<file path="config.mk">
export PLATFORM = sky130hd
export DESIGN_NAME = serial_xfer_unit
export DESIGN_NICKNAME = d
export VERILOG_FILES = /design/src/rtl/serial_xfer_pkg.sv /design/src/rtl/xfer_shift_reg.sv /design/src/rtl/xfer_fill_sel.sv /design/src/rtl/xfer_counter.sv /design/src/rtl/serial_xfer_unit.sv
export SDC_FILE = /design/constraint.sdc
export NUM_CORES = 1
export LEC_CHECK = 0
export ABC_AREA = 0
export BUFFER_PORTS_ARGS = -buffer_cell sky130_fd_sc_hd__clkbuf_2
export CAP_MARGIN = 5
export CORE_AREA = 5 5 46 48
export DETAILED_ROUTE_END_ITERATION = 7
export DIE_AREA = 0 0 51 53
export GPL_TIMING_DRIVEN = 0
export PLACE_DENSITY_LB_ADDON = 0.08
export SLEW_MARGIN = 30
export SYNTH_ARGS = -nofsm -noshare
export SYNTH_HDL_FRONTEND = slang
export SYNTH_SLANG_ARGS = --single-unit
export TNS_END_PERCENT = 5
</file>
<file path="constraint.sdc">
create_clock -name clk -period 3.4 [get_ports clk]
set_input_delay 0.34 -clock clk [delete_from_list [all_inputs] [get_ports clk]]
set_output_delay 0.34 -clock clk [all_outputs]
set_load 0.01 [all_outputs]
</file>
<file path="src/rtl/serial_xfer_pkg.sv">
package serial_xfer_pkg;
  typedef enum logic {
    FILL_ZERO  = 1'b0,
    FILL_RECIR = 1'b1
  } fill_mode_e;
endpackage

</file>
<file path="src/rtl/xfer_shift_reg.sv">
module xfer_shift_reg #(
  parameter int WIDTH = 4
) (
  input  logic             clk,
  input  logic             rst,
  input  logic             ld,
  input  logic             en,
  input  logic [WIDTH-1:0] din,
  input  logic             si,
  output logic [WIDTH-1:0] q,
  output logic             so
);
  always_ff @(posedge clk) begin
    if (rst)      q <= '0;
    else if (ld)  q <= din;
    else if (en)  q <= {si, q[WIDTH-1:1]};
  end

  assign so = q[0];

  // load wins and installs the parallel value
  a_r2_load_value: assert property (@(posedge clk) disable iff (rst)
    ld |=> q == $past(din));
  // no enable, no load -> hold
  a_r3_hold: assert property (@(posedge clk) disable iff (rst)
    (!ld && !en) |=> $stable(q));
  // right shift moves upper bits down by one
  a_r4_shift_body: assert property (@(posedge clk) disable iff (rst)
    (en && !ld) |=> q[WIDTH-2:0] == $past(q[WIDTH-1:1]));
endmodule

</file>
<file path="src/rtl/xfer_fill_sel.sv">
module xfer_fill_sel
  import serial_xfer_pkg::*;
(
  input  fill_mode_e mode,
  input  logic       snd_so,
  output logic       snd_si
);
  always_comb begin
    unique case (mode)
      FILL_RECIR: snd_si = snd_so;
      default:    snd_si = 1'b0;
    endcase
  end
endmodule

</file>
<file path="src/rtl/xfer_counter.sv">
module xfer_counter #(
  parameter int CNT_W = 4
) (
  input  logic             clk,
  input  logic             rst,
  input  logic             start,
  input  logic [CNT_W-1:0] count_in,
  input  logic             tick,
  output logic             done
);
  logic [CNT_W-1:0] remain;
  logic             armed;

  always_ff @(posedge clk) begin
    if (rst) begin
      remain <= '0;
      armed  <= 1'b0;
      done   <= 1'b0;
    end else begin
      done <= 1'b0;
      if (start) begin
        remain <= count_in;
        armed  <= (count_in != '0);
        done   <= (count_in == '0);
      end else if (armed && tick) begin
        remain <= remain - 1'b1;
        if (remain == {{(CNT_W-1){1'b0}}, 1'b1}) begin
          armed <= 1'b0;
          done  <= 1'b1;
        end
      end
    end
  end

  // a done pulse always follows a start or a counted shift
  a_r7_done_cause: assert property (@(posedge clk) disable iff (rst)
    done |-> $past(start || (armed && tick)));
  // last counted shift raises done
  a_r7_last_tick: assert property (@(posedge clk) disable iff (rst)
    (!start && armed && tick && remain == {{(CNT_W-1){1'b0}}, 1'b1}) |=> done);
  // zero count completes at once
  a_r8_zero_count: assert property (@(posedge clk) disable iff (rst)
    (start && count_in == '0) |=> done);
endmodule

</file>
<file path="src/rtl/serial_xfer_unit.sv">
module serial_xfer_unit
  import serial_xfer_pkg::*;
#(
  parameter int WIDTH     = 4,
  parameter int MAX_COUNT = 15,
  localparam int CNT_W    = $clog2(MAX_COUNT + 1)
) (
  input  logic             clk,
  input  logic             rst,
  input  logic             load,
  input  logic [WIDTH-1:0] snd_init,
  input  logic [WIDTH-1:0] rcv_init,
  input  logic             fill_mode,
  input  logic             shift,
  input  logic             start,
  input  logic [CNT_W-1:0] shift_count,
  output logic [WIDTH-1:0] snd_q,
  output logic [WIDTH-1:0] rcv_q,
  output logic             rcv_so,
  output logic             done
);
  logic       snd_so;
  logic       snd_si;
  logic       shift_ok;
  fill_mode_e mode;

  assign mode     = fill_mode_e'(fill_mode);
  assign shift_ok = shift & ~load;

  xfer_fill_sel u_fill (
    .mode   (mode),
    .snd_so (snd_so),
    .snd_si (snd_si)
  );

  xfer_shift_reg #(.WIDTH(WIDTH)) u_sender (
    .clk (clk), .rst (rst), .ld (load), .en (shift),
    .din (snd_init), .si (snd_si), .q (snd_q), .so (snd_so)
  );

  xfer_shift_reg #(.WIDTH(WIDTH)) u_receiver (
    .clk (clk), .rst (rst), .ld (load), .en (shift),
    .din (rcv_init), .si (snd_so), .q (rcv_q), .so (rcv_so)
  );

  xfer_counter #(.CNT_W(CNT_W)) u_count (
    .clk (clk), .rst (rst), .start (start), .count_in (shift_count),
    .tick (shift_ok), .done (done)
  );

  // receiver MSB takes the sender's outgoing bit
  a_r4_link: assert property (@(posedge clk) disable iff (rst)
    shift_ok |=> rcv_q[WIDTH-1] == $past(snd_q[0]));
  // zero-fill enters a 0 at the sender MSB
  a_r5_zero_fill: assert property (@(posedge clk) disable iff (rst)
    (shift_ok && !fill_mode) |=> snd_q[WIDTH-1] == 1'b0);
  // recirculation feeds bit 0 back to the MSB
  a_r6_recirculate: assert property (@(posedge clk) disable iff (rst)
    (shift_ok && fill_mode) |=> snd_q[WIDTH-1] == $past(snd_q[0]));
  // after reset the pulse is idle
  a_r1_reset_done: assert property (@(posedge clk)
    $past(rst) |-> !done);
endmodule

</file>
==> impl_results.md <==
* Outcome: completed
* Placed Cells at 120
* Synth unique cells at 26
* Max IR drop VDD at 0.000258 V
* Final worst-path cycle share at 0.414
* Port buffer count at 27
* Mapped cell area at 727 um^2
* Drt initial violations at 7
* Remaining DRCs at 0
* Worst Hold Class: in2reg
* Clock power share at 0.324
* CP max stage cell: or3_1
* Flop pwr share at 0.494
* Antenna fix cells at 0
* Tmin final at 1410 ps
* Drt total wl at 1490 um
* Buf+Inv Stages, Crit Path at 0
* Die Y at 53 um
* Avg WL per Cell at 12.0 um
* CTS buffer count at 3
* Post-route ant nets at 0
* Final Hold Viols at 0
* DIE WIDTH at 51 um
* Layout area overhead at 26.5%
* Max Cap Viol at 0
* Pwr per Cell Area at 401 nW/um^2
* Fin Clk Skew at 2.27 ps
* Clock buffer depth at 2
* Setup Buffers After CTS at 0
* Ys async rst share at 0
* Worst-Margin Slew at 427 ps
* Fmax achieved at 711 MHz
* Switching power share of the total at 0.252
* Register area share after synthesis at 0.386
* CTS tree: built
* Initial antenna violation count at 0
* Worst EP arrival at 1600 ps
* Largest net degree at the start of global routing at 11
* Initial core utilization at 0.435
* Gate Count Post-Synth at 76
* Hold buffers post-CTS at 0
* Sum Neg Setup Slack at 0 ps
* CP Capture Type: flop
* Top cell type's share of synthesized area at 0.386
* Area leader, netlist: dfxtp_1
* Total power at 0.369 mW
* Comb power frac at 0.183
* Final Max Slew Viols at 0
* Vias per inst at 5.21
* Placement Setup Slack at 1900 ps
* Filler Cell Count at 164
* Most frequent cells in the layout: 27 x clkbuf_2, 14 x dfxtp_1, 11 x nor2_1
* CP Data Required Time at 3590 ps
* Commonest non-fill, non-tap cell in the layout: clkbuf_2
* Post-synth top flop: dfxtp_1
* Syn_nets at 96
* Startpoint types: flop
* DPL Wire Length at 1180 um
* Core footprint at 1670 um^2
* Nets at 128
* CTS sink cnt at 14
* Total track usage at 0.132
* H-tree Lvls at 1
* CP Cell Sequence: or3_1 > or3_1 > a311oi_1
* Vias in the first global route at 598
* Hold_ws at 295 ps
* Number of synthesized register bits at 14
* P_int at 0.276 mW
* EDFF count, synth at 0
* Die area at 2700 um^2
* Remaining Overflow, GRT at 0
* Clk slew on worst S/H paths at 90 ps
* Root Buffer Master: clkbuf_4
* Cell mode on critical path: or3_1
* Routability cong. at 0.792
* RSZ-0062 raised after global routing: no
* Final worst setup slack at 1990 ps
* Top delay family on crit path: simple AND/OR/NAND/NOR gates
* Area contributors post-synth: dfxtp_1 39%, mux2i_1 11%, mux2_2 11%
* Lkg Pwr at 0.452 nW
* Final Instance Count excl. Fillers at 124
* I/O pin count at 28
* Crit-path max cell delay at 390 ps
* DR pass1 iterations at 4
* Critical setup path kind: reg2reg
* Yosys warns at 0
* Worst skew pair latency at 280 ps
* First-pass GRT wire length at 2620 um
* CP Max Fanout at 4
* Core Rows at 15
* Slew HR at 0.713
* Fraction of final layout cells with drive strength greater than 1 at 0.411
* Final setup viols at 0
* Mean Syn Cell Area at 9.57 um^2
* Psw at 0.0930 mW
* Vias at 646
* Post-CTS Resized at 0
==> flip-flops by register name (all words and copies together) (netlist names) <==
name	count
u_count.remain	4
u_receiver.q	4
u_sender.q	4
u_count.armed	1
u_count.done	1
==> synth_stat cells, drive strengths merged (4+ instances only) <==
cell type,n
mux2,7
inv,4
nor2,11
mux2i,8
buf,4
dfxtp,14
==> layout make-up <==
type / instances / area, um^2 / area share
sequential: 14 / 280 / 0.305
multi-input combinational: 52 / 397 / 0.431
tap: 17 / 21.3 / 0.0231
inverter: 4 / 15.0 / 0.0163
buffer: 6 / 35.0 / 0.0381
clock buffer: 4 / 36.3 / 0.0395
timing repair buffer: 27 / 135 / 0.147
==> cells by family (layout without fill, tap and decap cells) <==
| group | Yosys count | count (layout) | share of synthesized area |
|---|---|---|---|
| xor gates and xnor gates | 1 | 1 | 0.0121 |
| DFF | 14 | 14 | 0.386 |
| and+or+nand+nor | 25 | 25 | 0.184 |
| adders and majority gates | 2 | 2 | 0.0344 |
| AOI/OAI and AO/OA | 9 | 9 | 0.0964 |
| muxes | 15 | 15 | 0.219 |
| buffers and inverters | 10 | 41 | 0.0688 |
==> worst register-to-register path, stage by stage, from the launching register on <==
cell and delay [ps]:
dfxtp_1 350, or3_1 390, or3_1 320, a311oi_1 260
==> path summary, 6_finish.rpt <==
path	startpoint	end	slack, ps	depth (start not counted)
max	u_count.remain[0]$_SDFFE_PP0P_	u_count.remain[3]$_SDFFE_PP0P_	1990	3
min	rcv_init[0]	u_receiver.q[0]$_SDFFE_PP0P_	300	3
max reg2reg	u_count.remain[0]$_SDFFE_PP0P_	u_count.remain[3]$_SDFFE_PP0P_	1990	3
min reg2reg	u_count.remain[3]$_SDFFE_PP0P_	u_count.remain[3]$_SDFFE_PP0P_	530	2
==> per-layer routing <==
metal / GRT usage / part of all wire / vias to the layer above
met3: 0.0507 / 0.062 / 2
met4: 0.0538 / 0.0094 / 0
met2: 0.193 / 0.43 / 16
met5: 0 / 0 / -
met1: 0.171 / 0.49 / 295
li1: - / - / 333
==> through the flow <==
stage | utilization | cell area (um^2)
after detailed placement | 0.529 | 883
after floorplan | - | 727
after global placement | 0.529 | 883
final | 0.551 | 920
after CTS | 0.551 | 920
after global routing | 0.551 | 920
==> power by group through the flow <==
| stage | clock network, mW | registers (mW) | logic (mW) |
|---|---|---|---|
| finish | 0.119 | 0.182 | 0.0674 |
| global route | 0.135 | 0.184 | 0.0761 |
| CTS | 0.127 | 0.182 | 0.0685 |
| detailed placement | 0 | 0.186 | 0.0684 |
| global placement | 0 | 0.186 | 0.0669 |
| floorplan | 0 | 0.187 | 0.0411 |
(Power assumes the default switching activity.)
